<file path="src/rtl/fgmt_pkg.sv">
package fgmt_pkg;
  // Source of the thread chosen for the current slot
  typedef enum logic [1:0] {
    PICK_NONE = 2'd0,
    PICK_RT   = 2'd1,
    PICK_RR   = 2'd2
  } pick_e;
endpackage

</file>
<file path="src/rtl/fgmt_thread_sel.sv">
module fgmt_thread_sel
  import fgmt_pkg::*;
#(
  parameter int NUM_THR   = 4,
  parameter int TID_W     = 2,
  parameter int RT_THR    = 0,
  parameter int RT_PERIOD = 4,
  parameter int CNT_W     = 2
) (
  input  logic               clk,
  input  logic               rst_n,
  input  logic [NUM_THR-1:0] thr_ready,
  input  logic               last_valid,
  input  logic [TID_W-1:0]   last_tid,
  output logic               sel_valid,
  output logic [TID_W-1:0]   sel_tid
);

  logic [CNT_W-1:0]   slot_q, slot_d;
  logic [TID_W-1:0]   rr_q, rr_d, rr_tid;
  logic [NUM_THR-1:0] blocked, elig;
  logic               rt_slot;
  pick_e              pick;

  assign rt_slot = (slot_q == '0);

  always_comb begin
    blocked = '0;
    if (last_valid) blocked[last_tid] = 1'b1;
    elig = thr_ready & ~blocked;
    elig[RT_THR] = 1'b0;
    pick   = PICK_NONE;
    rr_tid = '0;
    for (int i = 1; i <= NUM_THR; i++) begin
      int idx;
      idx = (int'(rr_q) + i) % NUM_THR;
      if (pick == PICK_NONE && elig[TID_W'(idx)]) begin
        pick   = PICK_RR;
        rr_tid = TID_W'(idx);
      end
    end
    if (rt_slot && thr_ready[RT_THR] && !blocked[RT_THR]) pick = PICK_RT;
  end

  assign sel_valid = (pick != PICK_NONE);
  assign sel_tid   = (pick == PICK_RT) ? TID_W'(RT_THR) : rr_tid;

  always_comb begin
    slot_d = (slot_q == CNT_W'(RT_PERIOD - 1)) ? '0 : slot_q + 1'b1;
    rr_d   = (pick == PICK_RR) ? rr_tid : rr_q;
  end

  always_ff @(posedge clk or negedge rst_n) begin
    if (!rst_n) begin
      slot_q <= '0;
      rr_q   <= '0;
    end else begin
      slot_q <= slot_d;
      rr_q   <= rr_d;
    end
  end

  // the reserved slot always goes to a ready real-time thread
  assert_rt_owns_slot_R4: assert property (@(posedge clk) disable iff (!rst_n)
    (rt_slot && thr_ready[RT_THR]) |-> (sel_valid && sel_tid == TID_W'(RT_THR)));

  // nothing ready means no issue
  assert_bubble_when_idle_R6: assert property (@(posedge clk) disable iff (!rst_n)
    (thr_ready == '0) |-> !sel_valid);

endmodule

</file>
<file path="src/rtl/fgmt_pc_bank.sv">
module fgmt_pc_bank #(
  parameter int NUM_THR    = 4,
  parameter int TID_W      = 2,
  parameter int PC_W       = 8,
  parameter int THR_STRIDE = 16
) (
  input  logic              clk,
  input  logic              rst_n,
  input  logic              adv_valid,
  input  logic [TID_W-1:0]  adv_tid,
  input  logic              redir_valid,
  input  logic [TID_W-1:0]  redir_tid,
  input  logic [PC_W-1:0]   redir_pc,
  output logic [PC_W-1:0]   rd_pc,
  output logic [2*PC_W-1:0] rd_instr
);

  logic [PC_W-1:0] pc_q [NUM_THR];
  logic [PC_W-1:0] pc_d [NUM_THR];

  for (genvar g = 0; g < NUM_THR; g++) begin : g_thr
    always_comb begin
      pc_d[g] = pc_q[g];
      if (adv_valid && adv_tid == TID_W'(g)) pc_d[g] = pc_q[g] + 1'b1;
      if (redir_valid && redir_tid == TID_W'(g)) pc_d[g] = redir_pc;
    end

    always_ff @(posedge clk or negedge rst_n) begin
      if (!rst_n) pc_q[g] <= PC_W'(g * THR_STRIDE);
      else        pc_q[g] <= pc_d[g];
    end
  end

  // Instruction ROM: word content is a fixed function of the address
  assign rd_pc    = pc_q[adv_tid];
  assign rd_instr = {~rd_pc, rd_pc};

  // a redirect lands in the named thread's counter
  assert_redir_load_R8: assert property (@(posedge clk) disable iff (!rst_n)
    redir_valid |=> (pc_q[$past(redir_tid)] == $past(redir_pc)));

endmodule

</file>
<file path="src/rtl/fgmt_stage_pipe.sv">
module fgmt_stage_pipe #(
  parameter int STAGES = 3,
  parameter int TID_W  = 2,
  parameter int PC_W   = 8
) (
  input  logic                    clk,
  input  logic                    rst_n,
  input  logic                    in_valid,
  input  logic [TID_W-1:0]        in_tid,
  input  logic [PC_W-1:0]         in_pc,
  input  logic [2*PC_W-1:0]       in_instr,
  input  logic                    kill_valid,
  input  logic [TID_W-1:0]        kill_tid,
  output logic [STAGES-1:0]       v_out,
  output logic [STAGES*TID_W-1:0] tid_out,
  output logic [PC_W-1:0]         pc0,
  output logic [2*PC_W-1:0]       instr0
);

  logic [STAGES-1:0] v_q, v_d;
  logic [TID_W-1:0]  tid_q [STAGES];
  logic [TID_W-1:0]  tid_d [STAGES];

  always_comb begin
    v_d[0]   = in_valid && !(kill_valid && kill_tid == in_tid);
    tid_d[0] = in_tid;
    for (int k = 1; k < STAGES; k++) begin
      v_d[k]   = v_q[k-1] && !(kill_valid && kill_tid == tid_q[k-1]);
      tid_d[k] = tid_q[k-1];
    end
  end

  always_ff @(posedge clk or negedge rst_n) begin
    if (!rst_n) begin
      v_q <= '0;
      for (int k = 0; k < STAGES; k++) tid_q[k] <= '0;
    end else begin
      v_q <= v_d;
      for (int k = 0; k < STAGES; k++) tid_q[k] <= tid_d[k];
    end
  end

  always_ff @(posedge clk or negedge rst_n) begin
    if (!rst_n) begin
      pc0    <= '0;
      instr0 <= '0;
    end else if (in_valid) begin
      pc0    <= in_pc;
      instr0 <= in_instr;
    end
  end

  assign v_out = v_q;
  for (genvar k = 0; k < STAGES; k++) begin : g_pack
    assign tid_out[k*TID_W +: TID_W] = tid_q[k];
  end

  // a same-cycle pick of the redirected thread never becomes valid
  assert_squash_new_R9: assert property (@(posedge clk) disable iff (!rst_n)
    (kill_valid && in_valid && in_tid == kill_tid) |=> !v_q[0]);

  if (STAGES > 1) begin : g_chk
    // an older copy of the redirected thread is dropped as it moves on
    assert_squash_old_R9: assert property (@(posedge clk) disable iff (!rst_n)
      (kill_valid && v_q[0] && tid_q[0] == kill_tid) |=> !v_q[1]);
    // the tag travels with the instruction
    assert_tag_travels_R10: assert property (@(posedge clk) disable iff (!rst_n)
      v_q[1] |-> ($past(v_q[0]) && tid_q[1] == $past(tid_q[0])));
  end

endmodule

</file>
<file path="src/rtl/fgmt_issue_seq.sv">
module fgmt_issue_seq #(
  parameter int NUM_THR    = 4,
  parameter int PC_W       = 8,
  parameter int STAGES     = 3,
  parameter int RT_THR     = 0,
  parameter int RT_PERIOD  = 4,
  parameter int THR_STRIDE = 16,
  localparam int TID_W     = $clog2(NUM_THR),
  localparam int INSTR_W   = 2 * PC_W,
  localparam int CNT_W     = (RT_PERIOD > 1) ? $clog2(RT_PERIOD) : 1
) (
  input  logic                    clk,
  input  logic                    rst_n,
  input  logic [NUM_THR-1:0]      thr_ready,
  input  logic                    redir_valid,
  input  logic [TID_W-1:0]        redir_tid,
  input  logic [PC_W-1:0]         redir_pc,
  output logic                    issue_valid,
  output logic [TID_W-1:0]        issue_tid,
  output logic [PC_W-1:0]         issue_pc,
  output logic [INSTR_W-1:0]      issue_instr,
  output logic [STAGES-1:0]       stg_valid,
  output logic [STAGES*TID_W-1:0] stg_tid
);

  logic               sel_valid;
  logic [TID_W-1:0]   sel_tid;
  logic [PC_W-1:0]    rd_pc;
  logic [INSTR_W-1:0] rd_instr;

  fgmt_thread_sel #(
    .NUM_THR(NUM_THR), .TID_W(TID_W), .RT_THR(RT_THR),
    .RT_PERIOD(RT_PERIOD), .CNT_W(CNT_W)
  ) u_sel (
    .clk(clk), .rst_n(rst_n), .thr_ready(thr_ready),
    .last_valid(stg_valid[0]), .last_tid(stg_tid[TID_W-1:0]),
    .sel_valid(sel_valid), .sel_tid(sel_tid)
  );

  fgmt_pc_bank #(
    .NUM_THR(NUM_THR), .TID_W(TID_W), .PC_W(PC_W), .THR_STRIDE(THR_STRIDE)
  ) u_pcs (
    .clk(clk), .rst_n(rst_n), .adv_valid(sel_valid), .adv_tid(sel_tid),
    .redir_valid(redir_valid), .redir_tid(redir_tid), .redir_pc(redir_pc),
    .rd_pc(rd_pc), .rd_instr(rd_instr)
  );

  fgmt_stage_pipe #(
    .STAGES(STAGES), .TID_W(TID_W), .PC_W(PC_W)
  ) u_pipe (
    .clk(clk), .rst_n(rst_n), .in_valid(sel_valid), .in_tid(sel_tid),
    .in_pc(rd_pc), .in_instr(rd_instr),
    .kill_valid(redir_valid), .kill_tid(redir_tid),
    .v_out(stg_valid), .tid_out(stg_tid), .pc0(issue_pc), .instr0(issue_instr)
  );

  assign issue_valid = stg_valid[0];
  assign issue_tid   = stg_tid[TID_W-1:0];

  // no thread occupies two adjacent issue slots
  assert_no_back_to_back_R2: assert property (@(posedge clk) disable iff (!rst_n)
    (issue_valid && $past(issue_valid)) |-> (issue_tid != $past(issue_tid)));

endmodule

</file>
<file path="config.mk">
export PLATFORM = sky130hd
export DESIGN_NAME = fgmt_issue_seq
export DESIGN_NICKNAME = d
export VERILOG_FILES = /design/src/rtl/fgmt_pkg.sv /design/src/rtl/fgmt_thread_sel.sv /design/src/rtl/fgmt_pc_bank.sv /design/src/rtl/fgmt_stage_pipe.sv /design/src/rtl/fgmt_issue_seq.sv
export SDC_FILE = /design/constraint.sdc
export NUM_CORES = 1
export LEC_CHECK = 0
export BUFFER_PORTS_ARGS = -buffer_cell sky130_fd_sc_hd__buf_2
export CAP_MARGIN = 20
export CORE_MARGIN = 2
export CORE_UTILIZATION = 40
export CTS_CLUSTER_DIAMETER = 150
export DETAILED_ROUTE_END_ITERATION = 16
export PLACE_DENSITY = 0.63
export SLEW_MARGIN = 20
export SYNTH_ARGS = -nofsm -noshare
export SYNTH_HDL_FRONTEND = slang
export SYNTH_SLANG_ARGS = --single-unit
</file>
<file path="constraint.sdc">
create_clock -name clk -period 2.1 [get_ports clk]
set_input_delay 0.525 -clock clk [delete_from_list [all_inputs] [get_ports clk]]
set_output_delay 0.525 -clock clk [all_outputs]
set_load 0.01 [all_outputs]
</file>
Word level (Yosys, flattened, before mapping)
Index checks and enable logic that the tools add are counted.
{"block": "classes", "n_addsub": 9, "n_mul": 0, "div": 0, "n_lt_le_gt_ge": 7, "n_eq_ne": 12, "shifts": 0, "n_mux": 37, "n_bitwise": 4, "reduce_logical": 35}
{"op": "8-bit two-way mux", "count": 10}
{"op": "8-bit by 1-bit adder with 8-bit output (second input constant)", "count": 4}
{"op": "2-bit two-way mux", "count": 11}
{"op": "1-bit logical AND", "count": 20}
{"op": "8-bit binary-select mux with 2-bit select", "count": 1}
{"op": "2-bit by 4-bit < comparator with 1-bit output (second input constant)", "count": 4}
{"op": "2-bit equality test (second input constant)", "count": 6}
{"op": "2-bit logical NOT", "count": 6}
{"op": "2-bit nonzero test", "count": 5}
{"op": "1-bit two-way mux", "count": 9}
{"op": "1-bit binary-select mux with 2-bit select", "count": 4}
{"op": "8-bit NOT", "count": 1}
{"op": "2-bit by 1-bit adder with 2-bit output (second input constant)", "count": 3}
{"op": "2-bit by 1-bit equality test with 1-bit output (second input constant)", "count": 3}
{"op": "2-bit equality test", "count": 3}
{"op": "2-bit adder (second input constant)", "count": 2}
{"op": "4-bit bitwise AND", "count": 1}
{"op": "1-bit logical NOT", "count": 4}
{"op": "4-bit two-way mux", "count": 1}
{"op": "4-bit NOT", "count": 1}
{"op": "3-bit greater-or-equal comparator (second input constant)", "count": 1}
{"op": "2-bit by 3-bit < comparator with 1-bit output (second input constant)", "count": 1}
{"op": "2-bit NOT with 3-bit output", "count": 1}
{"op": "1-bit demux with 2-bit select", "count": 1}
{"op": "2-bit by 1-bit greater-or-equal comparator with 1-bit output (second input constant)", "count": 1}
{"block": "word_totals", "reg_bits": 69, "latch_bits": 0, "mem_bits_rw": 0, "mem_bits_ro": 0, "output_inout_bits": 36, "word_cells": 116, "n_memories": 0}

Logic depth before layout (Yosys ltp)
Gate-level depths: netlist (run 1).
{"block": "depth", "ltp_word": 28, "ltp_mapped": 10, "ltp_nobuf": 9}

Cells and area by module
From an unflattened synthesis (run 1), not the netlist that was laid out.
{"block": "unflattened", "hier_cells": 332, "hier_area_um2": 3703.6}
{"mod": "fgmt_pc_bank", "instances": 1, "cells_per_inst": 218, "area_each_um2": 2048.2}
{"mod": "fgmt_stage_pipe", "instances": 1, "cells_per_inst": 72, "area_each_um2": 1301.2}
{"mod": "fgmt_thread_sel", "instances": 1, "cells_per_inst": 39, "area_each_um2": 331.6}
{"mod": "fgmt_issue_seq", "instances": 1, "cells_per_inst": 3, "area_each_um2": 22.5}

Worst setup path before layout (run 1)
No wires, ideal clock.
{"block": "synth_timing", "path_kind": "reg-to-reg", "startpoint": "register u_pipe.tid_q, in the netlist u_pipe.tid_out[1]", "endpoint": "register u_pipe.pc0[3]", "setup_time_ns": 0.119, "t_arrival_ns": 1.963, "required_time_ns": 1.981, "slack_ns": 0.018, "path_stages_with_launch": 9, "path_cell_list": "dfrtp_1 buf_4 and2_4 o311ai_1 a21oi_2 buf_4 a221oi_1 o211ai_1 o21a_1"}
{"block": "synth_via", "elab_chain_cells": 27, "elab_cells_between_ends": 44, "classes_between": "order compare (2); eq/ne (1); mux (28); bitwise (3); reduce/logical (10)"}
{"item": "from (decl)", "line_no": "fgmt_stage_pipe.sv:21", "source": "logic [TID_W-1:0] tid_q [STAGES];"}
{"item": "2-bit by 3-bit < comparator with 1-bit output (implied by the code) or 2-bit by 1-bit greater-or-equal comparator with 1-bit output (tied branches)", "line_no": "fgmt_thread_sel.sv:29", "source": "if (last_valid) blocked[last_tid] = 1'b1;"}
{"item": "1-bit logical AND (implied by the code)", "line_no": "fgmt_thread_sel.sv:29"}
{"item": "1-bit two-way mux (implied by the code)", "line_no": "fgmt_thread_sel.sv:29"}
{"item": "1-bit demux with 2-bit select (*)"}
{"item": "4-bit two-way mux (*)", "line_no": "fgmt_thread_sel.sv:29"}
{"item": "4-bit NOT", "line_no": "fgmt_thread_sel.sv:30", "source": "elig = thr_ready & ~blocked;"}
{"item": "4-bit bitwise AND", "line_no": "fgmt_thread_sel.sv:30"}
{"item": "1-bit binary-select mux with 2-bit select", "line_no": "fgmt_thread_sel.sv:37", "source": "if (pick == PICK_NONE && elig[TID_W'(idx)]) begin"}
{"item": "(+10 left out)"}
{"item": "1-bit logical AND", "line_no": "fgmt_thread_sel.sv:37"}
{"item": "2-bit two-way mux", "line_no": "fgmt_thread_sel.sv:37"}
{"item": "2-bit two-way mux", "line_no": "fgmt_thread_sel.sv:42", "source": "if (rt_slot && thr_ready[RT_THR] && !blocked[RT_THR]) pick = PICK_RT;"}
{"item": "2-bit by 1-bit equality test with 1-bit output", "line_no": "fgmt_thread_sel.sv:46", "source": "assign sel_tid = (pick == PICK_RT) ? TID_W'(RT_THR) : rr_tid;"}
{"item": "2-bit two-way mux", "line_no": "fgmt_thread_sel.sv:46"}
{"item": "2-bit NOT with 3-bit output (implied by the code)", "line_no": "fgmt_pc_bank.sv:35", "source": "assign rd_pc = pc_q[adv_tid];"}
{"item": "8-bit binary-select mux with 2-bit select", "line_no": "fgmt_pc_bank.sv:35"}
{"item": "8-bit two-way mux (implied by the code) (2 in series)", "line_no": "fgmt_pc_bank.sv:35"}
{"item": "to (signal assigned)", "line_no": "fgmt_stage_pipe.sv:48", "source": "pc0 <= in_pc;"}
{"item": "to (decl)", "line_no": "fgmt_stage_pipe.sv:16", "source": "output logic [PC_W-1:0] pc0,"}
Mark *: on every way between the ends. The rest lies on a longest branch, timed or not. The select of a mux whose other input is x is not followed.
A chain may end at the register's enable or synchronous reset.

Worst setup path in the final report (run 1)
{"block": "layout_timing", "startpoint": "register u_pipe.v_q[0], in the netlist u_pipe.v_out[0]", "endpoint": "register u_pcs.pc_q[14] in the netlist's numbering"}
{"block": "layout_via", "elab_chain_cells": 22, "elab_cells_between_ends": 38, "classes_between": "eq/ne (2); mux (23); bitwise (2); reduce/logical (11)"}
{"item": "from (decl)", "line_no": "fgmt_stage_pipe.sv:20", "source": "logic [STAGES-1:0] v_q, v_d;"}
{"item": "from (signal assigned)", "line_no": "fgmt_stage_pipe.sv:38", "source": "v_q <= v_d;"}
{"item": "4-bit two-way mux (*)", "line_no": "fgmt_thread_sel.sv:29"}
{"item": "4-bit NOT", "line_no": "fgmt_thread_sel.sv:30"}
{"item": "4-bit bitwise AND", "line_no": "fgmt_thread_sel.sv:30"}
{"item": "1-bit binary-select mux with 2-bit select", "line_no": "fgmt_thread_sel.sv:37"}
{"item": "1-bit two-way mux (implied by the code) (2 in series)", "line_no": "fgmt_thread_sel.sv:37"}
{"item": "2-bit two-way mux", "line_no": "fgmt_thread_sel.sv:37"}
{"item": "2-bit logical NOT", "line_no": "fgmt_thread_sel.sv:37"}
{"item": "1-bit logical AND", "line_no": "fgmt_thread_sel.sv:37"}
{"item": "(+5 left out)"}
{"item": "1-bit logical AND", "line_no": "fgmt_thread_sel.sv:37"}
{"item": "2-bit two-way mux", "line_no": "fgmt_thread_sel.sv:37"}
{"item": "2-bit two-way mux", "line_no": "fgmt_thread_sel.sv:42"}
{"item": "2-bit by 1-bit equality test with 1-bit output", "line_no": "fgmt_thread_sel.sv:46"}
{"item": "2-bit two-way mux", "line_no": "fgmt_thread_sel.sv:46"}
{"item": "2-bit equality test", "line_no": "fgmt_pc_bank.sv:24", "source": "if (adv_valid && adv_tid == TID_W'(g)) pc_d[g] = pc_q[g] + 1'b1;"}
{"item": "1-bit logical AND (*)", "line_no": "fgmt_pc_bank.sv:24"}
{"item": "2-bit nonzero test (no source line) (*)"}
{"item": "to (signal, indexed assignment)", "line_no": "fgmt_pc_bank.sv:29", "source": "if (!rst_n) pc_q[g] <= PC_W'(g * THR_STRIDE);"}
{"item": "to (signal, indexed assignment)", "line_no": "fgmt_pc_bank.sv:30", "source": "else pc_q[g] <= pc_d[g];"}
{"item": "to (decl)", "line_no": "fgmt_pc_bank.sv:18", "source": "logic [PC_W-1:0] pc_q [NUM_THR];"}
Marks and branches as above.

==> summary.md, run 1 <==
| Metric | Value |
|---|---|
| Pins Over Slew Limit | 0 |
| Async SR Flop Fraction | 1.000 |
| Starting Density | 0.4067 |
| Die height | 97.47 microns |
| Die width | 97.47 microns |
| Synth top area share | 0.4082 |
| Synth Instances | 358 |
| Synth-to-Final Area Change | 24.85% |
| Sw frac | 0.4057 |
| GRT busiest layer | met2 |
| Post-DP HPWL | 6490 microns |
| Worst relative slew slack | 0.5969 |
| Crit path from | u_pipe.v_out[0] |
| Number of global-route vias before repair | 2770 |
| Max Cap Viol | 0 |
| Multi-input gate area | 1832 sq um |
| RSZ-0062 raised after global routing | yes |
| Die ar. | 9500 sq um |
| Via count | 2893 |
| Tcrit/Tclk final | 0.9556 |
| Min Tclk post-route | 2.007 ns |
| Fin nets | 452 |
| Combined flip-flop and latch cell area | 1534 sq um |
| Cell accounting for the most synthesized area | dfrtp_1 |
| Tot GR Track Use | 0.1869 |
| Post-Route WL | 8892 microns |
| Final number of setup-violating endpoints | 0 |
| Psw | 2.735 mW |
| Cell Rows | 34 |
| Worst endpoint data arrival time | 2.25 ns |
| Post-synth design cell area | 3495 sq um |
| # diodes | 0 |
| Crit Reg-Reg Startpoint | u_pipe.v_out[0] |
| Clock Skew | 0.008093 ns |
| Dpl ws | -0.1025 ns |
| WL/cell | 16.41 microns |
| Cells on worst reg2reg path | 8 |
| Hold buffers post-CTS | 0 |
| Pwr dens | 1545 nW/um^2 |
| DRT iter0 DRCs | 188 |
| HP Class | in2async |
| First-pass GRT wire length | 13980 microns |
| Pin count of the biggest net entering global routing | 26 |
| Most used DFF post-synth | dfrtp_1 |
| Root buf cell | clkbuf_8 |
| Fraction of layout cells with a size suffix above 1 | 0.3318 |
| Count of different cell masters after synthesis | 55 |
| Flops & latches, synth | 61 |
| DRC | 0 |
| Sum Neg Setup Slack | 0 ns |
| Syn Nets | 381 |
| GR Layer Usage met2 | 0.2891 |
| Yosys warning count | 0 |
| Crit end category | register |
| Core footprint | 8593 sq um |
| GR Layer Usage met1 | 0.2597 |
| Clock share of power | 0.169 |
| Synth cell count leaders | dfrtp_1 (57), nand2_1 (39), nor2_1 (26), xnor2_1 (22), a21oi_1 (20) |
| Synth top area cells | dfrtp_1 (41%), xnor2_1 (5.5%), nand2_1 (4.2%), buf_4 (3.0%), dfstp_2 (3.0%) |
| Num CTS Buffers | 9 |
| Post-Syn Area per Cell | 9.761 sq um |
| # port buffers | 52 |
| Maximum level of the CTS H-tree | 3 |
| Maximum VDD drop | 0.5742 mV |
| Number of routed nets with antenna violations | 0 |
| Status | finished, final reports clean |
| Seq/Total Area, Yosys | 0.4382 |
| I/O pins | 53 |
| Initial antenna violation count | 0 |
| GP Congestion | 0.8528 |
| Power Total | 6.742 mW |
| Startpoint types | register |
| Clock latency on the worst-skew pair | 0.36 ns |
| CP Data Required Time | 2.35 ns |
| Met3 Use GR | 0.04173 |
| Crit path max fanout | 7 |
| P_int | 4.007 mW |
| Fmax | 498.3 MHz |
| DR vias/cell | 5.338 |
| Filler instances | 799 |
| Most frequent cell after synthesis | dfrtp_1 |
| Clk buf depth | 2 |
| Sequential share of power | 0.342 |
| Total gr overflow | 0 |
| Clock slew seen by the registers of the worst setup and hold paths | 0.07 ns |
| Clock Sinks | 61 |
| CTS tree | done |
| Hold Violations, Final | 0 |
| Post-synth EDFFs | 0 |
| WS Path Type | reg2reg |
| Drt pass-1 iters | 5 |
| Leak Pwr | 1.849 nW |
| Final worst slack | 0.09315 ns |
| Slew @ Worst Pin | 0.6047 ns |
| Gate power share | 0.489 |
state kept, by name, summed over array words and instances, names as in the netlist:
signal          cells
u_pcs.pc_q         32
u_pipe.pc0          7
u_pipe.instr0       9
u_pipe.v_out        3
u_pipe.tid_out      6
u_sel.rr_q          2
u_sel.slot_q        2
metal layers:
layer	share of wire	wire, microns
met1	0.46	4092
met4	0.016	144
met2	0.46	4127
met3	0.059	527
met5	0	0
final cells by class:
| class | count | share of cell area |
|---|---|---|
| Clock buffer | 11 | 0.03011 |
| Clock inverter | 5 | 0.01721 |
| Inverter | 10 | 0.008603 |
| Multi-Input combinational cell | 258 | 0.4198 |
| Sequential cell | 61 | 0.3516 |
| Tap cell | 108 | 0.03097 |
| Timing Repair Buffer | 89 | 0.1417 |
power by group through the flow:
stage                     clock, mW  sequential (mW)  combinational, mW
after floorplan                   0             2.25               2.06
after global routing           1.20             2.38               3.61
after global placement            0             2.27               2.93
after detailed placement          0             2.29               3.02
final                          1.14             2.31               3.30
after CTS                      1.14             2.28               3.05
stage by stage:
| stage | util | cells | hold WS, ns | area (sq um) |
|---|---|---|---|---|
| after floorplan | - | 358 | 0.2294 | 3495 |
| after global placement | 0.4649 | 522 | 0.3990 | 3995 |
| after detailed placement | 0.4649 | 522 | 0.4040 | 3995 |
| after CTS | 0.4894 | 538 | 0.1917 | 4205 |
| after global routing | 0.5077 | 542 | 0.2118 | 4363 |
| final | 0.5077 | 542 | 0.1712 | 4363 |
cells by family (layout without fill, tap and decap cells):
group,count (synthesis),in the layout,share of synthesized area
xor gates and xnor gates,33,33,0.08270
adders and majority gates,6,6,0.02148
muxes,6,6,0.01862
buffers and inverters,39,115,0.06229
DFF,61,61,0.4382
AOI/OAI and AO/OA,82,82,0.1708
and+or+nand+nor,131,131,0.2059
final timing paths:
path,endpoint,slack [ns]
max,u_pcs.pc_q[14],0.09
min in group clk,u_pipe.tid_out[4],0.42
max in group asynchronous,u_pcs.pc_q[4],1.27
min reg2reg,u_pipe.tid_out[4],0.42
max reg2reg,u_pcs.pc_q[14],0.09
min,u_pcs.pc_q[25],0.17
timing repair:
item	in CTS	in global routing
setup buffers	0	2
endpoints found under the setup margin	3	28
resized for setup	1	17
cloned	0	2
pin swaps	0	6
critical path, stage by stage, from the launching register on:
cell      delay, ns
dfrtp_2        0.45
and2_4         0.18
buf_6          0.12
a21oi_4        0.24
o211ai_4       0.20
buf_12         0.20
nor4b_4        0.27
xnor2_1        0.15
a21oi_1        0.08
placed cells by master, fill, tap and decap left out, types with 3 or more instances in the layout:
cell / instances
a21oi_1: 20
nor2_1: 26
clkbuf_8: 9
xnor2_1: 22
nand2_1: 39
mux2i_1: 4
nand4_1: 4
and3_1: 6
and2_1: 9
buf_12: 3
clkinv_2: 3
dfstp_2: 4
xor2_1: 11
nor4_4: 3
a221oi_2: 5
a31oi_1: 3
a221oi_1: 3
o211ai_1: 8
inv_1: 9
nor3b_2: 3
nand3_1: 17
dfrtp_1: 55
nor3_1: 4
buf_2: 52
ha_1: 6
o21a_1: 8
o21ai_0: 15
buf_4: 30
nor3_2: 4
o21ai_1: 8
Note: power is estimated with default switching activity, not from simulation.
==> inputs of run 2 (changes only) <==
--- a/config.mk
+++ b/config.mk
@@ -5,13 +5,14 @@
 export SDC_FILE = /design/constraint.sdc
 export NUM_CORES = 1
 export LEC_CHECK = 0
+export ABC_AREA = 1
 export BUFFER_PORTS_ARGS = -buffer_cell sky130_fd_sc_hd__buf_2
 export CAP_MARGIN = 20
 export CORE_MARGIN = 2
 export CORE_UTILIZATION = 40
 export CTS_CLUSTER_DIAMETER = 150
 export DETAILED_ROUTE_END_ITERATION = 16
-export PLACE_DENSITY = 0.63
+export PLACE_DENSITY = 0.71
 export SLEW_MARGIN = 20
 export SYNTH_ARGS = -nofsm -noshare
 export SYNTH_HDL_FRONTEND = slang
==> summary.md, run 2 <==
| Metric | Value |
|---|---|
| Status | finished, final reports clean |
| Finished Core Util | 0.5075 |
| Post-synthesis simple-gate area fraction | 0.3701 |
| Synth top area share | 0.3707 |
| Syn Nets | 552 |
| Number of routed nets with antenna violations | 0 |
| DRT iter0 DRCs | 261 |
| Placed cell count | 701 |
| Fin nets | 617 |
| Hold Violations, Final | 0 |
| Synth top area cells | dfrtp_1 (37%), nand2_1 (20%), nand3_1 (5.1%), inv_1 (3.9%), o21ai_0 (3.9%) |
| Yosys warning count | 0 |
| Number of global-route vias before repair | 3530 |
| Synth cell count leaders | nand2_1 (203), dfrtp_1 (57), inv_1 (40), nand3_1 (39), o21ai_0 (30) |
| Worst endpoint data arrival time | 2.33 ns |
| Most frequent cells in the layout | nand2_1 (200), dfrtp_1 (53), buf_2 (52) |
| Worst relative slew slack | 0.7206 |
| # diodes | 0 |
| Die width | 102.1 microns |
| Post-Route WL | 10280 microns |
| Die ar. | 10420 sq um |
| Clk buf depth | 2 |
| Final number of setup-violating endpoints | 0 |
| DR vias/cell | 5.209 |
| Maximum level of the CTS H-tree | 3 |
| Drt pass-1 iters | 5 |
| Core footprint | 9284 sq um |
| Final cell count without fillers | 728 |
| Largest Register | u_pcs.pc_q |
| GP Congestion | 0.9477 |
| Clock Sinks | 61 |
| Metal-1 WL | 4561 microns |
| Fraction of layout cells with a size suffix above 1 | 0.2471 |
| Flops & latches, synth | 61 |
| Most used DFF post-synth | dfrtp_1 |
| Sum Neg Setup Slack | 0 ns |
| Leak Pwr | 2.414 nW |
| Max reg flops | 32 |
| Highest metal used | met4 |
| CP Data Required Time | 2.38 ns |
| Final Cell Area | 4712 sq um |
| Post-synth design cell area | 3847 sq um |
| Most frequent cell after synthesis | nand2_1 |
| Biggest regs | u_pcs.pc_q (32), u_pipe.instr0 (9), u_pipe.pc0 (7) |
| Async SR Flop Fraction | 1.000 |
| Met2 WL post-DR | 4744 microns |
| DRC | 0 |
| Synth Instances | 529 |
| Clock slew seen by the registers of the worst setup and hold paths | 0.07 ns |
| Max Cap Viol | 0 |
| Via count | 3792 |
| Post-synth EDFFs | 0 |
| Pins Over Slew Limit | 0 |
| Crit end category | register |
| Seq/Total Area, Yosys | 0.3980 |
| Cell accounting for the most synthesized area | dfrtp_1 |
| Clock latency on the worst-skew pair | 0.34 ns |
| Crit path max fanout | 8 |
| Starting Density | 0.4144 |
| Largest family of logic cells by synthesized area | simple AND/OR/NAND/NOR gates |
| First-pass GRT wire length | 16540 microns |
| Placed Area | 4254 sq um |
| I/O pins | 53 |
| Metal3 WL | 627 microns |
| XOR/XNOR Fraction of Synth Area | 0.03187 |
| Post-Syn Area per Cell | 7.273 sq um |
| Commonest non-fill, non-tap cell in the layout | nand2_1 |
| Maximum VDD drop | 0.7706 mV |
| Mux share of post-synthesis cell area | 0 |
| Cell Rows | 35 |
| Root buf cell | clkbuf_8 |
| Fmax | 488.0 MHz |
| Synth-to-Final Area Change | 22.47% |
| Worst hold slack | 0.1810 ns |
| WL/cell | 14.12 microns |
| Min Tclk post-route | 2.049 ns |
| Tcrit/Tclk final | 0.9758 |
| Num CTS Buffers | 9 |
| # port buffers | 52 |
| Startpoint types | register |
| Post-DP HPWL | 7281 microns |
| RSZ-0062 raised after global routing | yes |
| Count of different cell masters after synthesis | 39 |
| Pin count of the biggest net entering global routing | 62 |
| Slew @ Worst Pin | 0.4187 ns |
| Tot GR Track Use | 0.2034 |
| CTS tree | done |
| Pwr dens | 1955 nW/um^2 |
| Total gr overflow | 0 |
| HP Class | in2async |
| Clock Skew | 0.003749 ns |
| Synth Area in Compound Gates | 0.09236 |
| WS Path Type | reg2reg |
| Adder-cell area share of the yosys netlist | 0.01951 |
| Initial antenna violation count | 0 |
| Die height | 102.1 microns |
run 2: changes by cell type in the layout (fill, tap and decap cells not counted), moves of 7 or more:
cell      change
nand4_1      +19
nand2_1     +161
inv_1        +28
o21a_1        -7
xnor2_1      -15
buf_4        -13
o21ai_0      +15
nand3_1      +20
o211ai_1      -7
a21oi_1      -12
and2_1        -9
run 2: final timing paths:
| path | startpoint | end | slack [ns] | cells after the start |
|---|---|---|---|---|
| setup reg to reg | u_pipe.v_out[0] | u_pcs.pc_q[8] | 0.05 | 12 |
| min in group clk | u_pipe.tid_out[3] | u_pipe.tid_out[5] | 0.42 | 0 |
| setup / recovery | u_pipe.v_out[0] | u_pcs.pc_q[8] | 0.05 | 12 |
| hold reg to reg | u_pipe.tid_out[3] | u_pipe.tid_out[5] | 0.42 | 0 |
| hold / removal | rst_n | u_sel.slot_q[0] | 0.18 | 2 |
| max in group asynchronous | rst_n | u_pcs.pc_q[5] | 1.61 | 2 |
run 2: critical path, cell delays in order (launching register included):
cell and delay [ns]:
dfrtp_2 0.45, nand3_2 0.10, nand3_1 0.13, nand2_4 0.08
a21oi_4 0.22, nand4_1 0.16, nand3_2 0.15, nand3_4 0.11
buf_12 0.16, o21ai_2 0.13, buf_6 0.15, nand2_1 0.06
nand2_1 0.07
run 2: area by class of cell:
class,instances,area (sq um)
Timing Repair Buffer,76,519.2
Sequential cell,61,1536
Clock buffer,9,123.9
Multi-Input combinational cell,399,2095
Inverter,47,186.4
Fill cell,904,4572
Tap cell,129,161.4
Clock inverter,7,90.09
run 2: where the power goes:
group / internal (mW) / switching [mW] / total [mW]
Combinational: 2.17 / 3.54 / 5.71
Clock: 0.661 / 0.492 / 1.15
Sequential: 1.79 / 0.560 / 2.35
Total: 4.62 / 4.59 / 9.21
run 2: per-layer routing:
metal	up-vias	GRT usage
li1	1846	-
met5	-	0
met4	0	0.09231
met3	34	0.04514
met1	1753	0.2615
met2	159	0.3284
run 2: what timing repair did:
action | CTS | global route
hold buffers | 0 | 0
pin swaps | 0 | 9
setup endpoints to repair | 28 | 42
gates resized for setup | 3 | 31
gates cloned | 2 | 2
setup buffers | 0 | 7
run 2: per-stage QoR:
step	setup slack [ns]	power, mW
after global routing	-0.07913	10.08
after floorplan	0.1686	5.984
final	0.05075	9.213
after CTS	0.01139	8.565
after detailed placement	-0.1372	7.275
after global placement	-0.01391	7.123
run 2: kinds of logic after synthesis:
| kind of cell | after synthesis |
|---|---|
| adder cells (fa/ha/maj) | 6 |
| flip-flops | 61 |
| AO/OA/AOI/OAI | 58 |
| XOR/XNOR | 14 |
| buffers and inverters | 72 |
| AND/OR/NAND/NOR | 318 |
==> inputs of run 3 (changes only) <==
--- a/config.mk
+++ b/config.mk
@@ -9,10 +9,10 @@
 export BUFFER_PORTS_ARGS = -buffer_cell sky130_fd_sc_hd__buf_2
 export CAP_MARGIN = 20
 export CORE_MARGIN = 2
-export CORE_UTILIZATION = 40
+export CORE_UTILIZATION = 45
 export CTS_CLUSTER_DIAMETER = 150
 export DETAILED_ROUTE_END_ITERATION = 16
-export PLACE_DENSITY = 0.71
+export PLACE_DENSITY = 0.77
 export SLEW_MARGIN = 20
 export SYNTH_ARGS = -nofsm -noshare
 export SYNTH_HDL_FRONTEND = slang
==> summary.md, run 3 (synthesized netlist as in run 2, its figures left out) <==
| Metric | Value |
|---|---|
| Number of routed nets with antenna violations | 0 |
| Clock latency on the worst-skew pair | 0.36 ns |
| Core footprint | 8258 sq um |
| Die height | 96.47 microns |
| RSZ-0062 raised after global routing | yes |
| WP buf/inv | 2 |
| Largest Register | u_pcs.pc_q |
| Min Tclk post-route | 2.125 ns |
| Tcrit/Tclk final | 1.012 |
| Root buf cell | clkbuf_8 |
| Biggest regs | u_pcs.pc_q (32), u_pipe.instr0 (9), u_pipe.pc0 (7) |
| Most frequent cells in the layout | nand2_1 (202), dfrtp_1 (53), buf_2 (52) |
| GRT busiest layer | met2 |
| CP Data Required Time | 2.39 ns |
| Violated checks | setup timing |
| Max reg flops | 32 |
| Gate power share | 0.619 |
| P_int | 4.379 mW |
| Crit Reg-Reg Startpoint | u_pipe.tid_out[1] |
| Final number of setup-violating endpoints | 1 |
| Crit path from | u_pipe.tid_out[1] |
| DRC | 0 |
| Pins Over Slew Limit | 0 |
| DR vias/cell | 5.536 |
| CP delay by family, top | simple AND/OR/NAND/NOR gates |
| Startpoint types | register |
| Max Cap Viol | 0 |
| Num CTS Buffers | 9 |
| Post-DP HPWL | 7235 microns |
| Status | complete, but fails checks |
| Fraction of layout cells with a size suffix above 1 | 0.2336 |
| Tot GR Track Use | 0.2338 |
| Setup slack, reg-to-reg | -0.02 ns |
| Total gr overflow | 0 |
| Cell Rows | 33 |
| Clk buf depth | 2 |
| Die width | 96.47 microns |
| DRT iter0 DRCs | 347 |
| WS Path Type | reg2reg |
| WL/cell | 14.88 microns |
| # port buffers | 52 |
| Clock Sinks | 61 |
| Clock slew seen by the registers of the worst setup and hold paths | 0.08 ns |
| Worst endpoint data arrival time | 2.42 ns |
| Initial antenna violation count | 0 |
| I/O pins | 53 |
| Fin nets | 613 |
| GP Congestion | 0.9357 |
| Post-Route WL | 10410 microns |
| Final worst slack | -0.02481 ns |
| Finished Core Util | 0.5545 |
| Drt pass-1 iters | 5 |
| Fmax | 470.6 MHz |
| Sw frac | 0.5099 |
| Maximum level of the CTS H-tree | 3 |
| Die ar. | 9306 sq um |
| Crit path max fanout | 8 |
| Commonest non-fill, non-tap cell in the layout | nand2_1 |
| Clock Skew | 0.01401 ns |
| Psw | 4.556 mW |
| Hold buffers post-CTS | 0 |
| Pin count of the biggest net entering global routing | 62 |
| First-pass GRT wire length | 16550 microns |
| Starting Density | 0.4659 |
| Slowest Stage Delay on Critical Path | 0.45 ns |
| # diodes | 0 |
| CTS tree | done |
| Synth-to-Final Area Change | 19.02% |
| Number of global-route vias before repair | 3574 |
| Crit-path slowest cell | dfrtp_2 |
| Via count | 3875 |
| Pwr dens | 1951 nW/um^2 |
| Clock share of power | 0.118 |
| GR Layer Usage met1 | 0.3009 |
| Crit-path cells | inv_2, nand3_2, nand3_2, nor2_2, a21oi_4, nand4_1, nand3_4, nand3_4, buf_4, o21ai_4, nand2_1, nand2_1 |
| Worst r2r dst | u_pcs.pc_q[15] |
| Worst relative slew slack | 0.7280 |
| Crit end category | register |
| Slew @ Worst Pin | 0.4075 ns |
| Hold Violations, Final | 0 |
| HP Class | in2async |
| Met3 Use GR | 0.04344 |
| Sum Neg Setup Slack | -0.02481 ns |
| Leak Pwr | 2.371 nW |
| Maximum VDD drop | 0.7909 mV |
| GR Layer Usage met2 | 0.3733 |
| Sequential share of power | 0.263 |
| Cells on worst reg2reg path | 12 |
[run 3: final cells by class]
| class | count | area, sq um |
|---|---|---|
| repair buffers | 72 | 454.2 |
| clock buffers | 12 | 145.1 |
| multi-input cells | 399 | 2078 |
| inverters | 47 | 186.4 |
| fillers | 773 | 3679 |
| well taps | 105 | 131.4 |
| flip-flops and latches | 61 | 1536 |
| clock inverters | 4 | 47.55 |
[run 3: how the worst max path moves through the flow]
| stage | to | slack [ns] | cells after the start |
|---|---|---|---|
| global placement | u_pcs.pc_q[17] | 0.004 | 12 |
| floorplan | u_pcs.pc_q[0] | 0.17 | 12 |
| finish | u_pcs.pc_q[15] | -0.02 | 12 |
| global route | u_pcs.pc_q[15] | -0.12 | 12 |
| detailed placement | u_pcs.pc_q[17] | -0.12 | 12 |
| CTS | u_pcs.pc_q[1] | 0.007 | 12 |
[run 3: worst register-to-register path, delay by kind of cell (launching register included)]
family,cells,cell delay [ns]
AND/OR/NAND/NOR,8,0.97
flip-flops,1,0.45
AO/OA/AOI/OAI,2,0.39
buffers and inverters,2,0.25
[run 3: stage by stage]
step           cells  worst slack, ns  power [mW]  cell area, sq um  hold WS, ns
5_1_grt          700          -0.1210       9.763              4579       0.2120
3_3_place_gp     677         0.004346       7.076              4212       0.4030
6_report         700         -0.02481       8.935              4579       0.1683
3_5_place_dp     677          -0.1206       7.256              4212       0.4096
2_1_floorplan    529           0.1686       5.984              3847       0.2294
4_1_cts          695         0.006710       8.467              4442       0.1794
[run 3: layer usage]
metal | vias to the layer above | routed length [microns]
met4 | 0 | 366
met2 | 217 | 4774
met3 | 40 | 917
met1 | 1785 | 4356
met5 | - | 0
li1 | 1833 | -
[run 3: power groups by stage]
stage | clock network, mW | registers [mW] | logic [mW]
final | 1.05 | 2.35 | 5.53
after global routing | 1.13 | 2.42 | 6.22
after CTS | 1.07 | 2.32 | 5.08
after detailed placement | 0 | 2.33 | 4.93
after global placement | 0 | 2.29 | 4.78
after floorplan | 0 | 2.33 | 3.65
[run 3: what timing repair did]
action / 4_1_cts / 5_1_grt
endpoints found under the setup margin: 30 / 42
gates cloned: 1 / 2
pin swaps: 3 / 23
resized for setup: 8 / 21
setup buffers: 1 / 3
hold endpoints to repair: 0 / 0
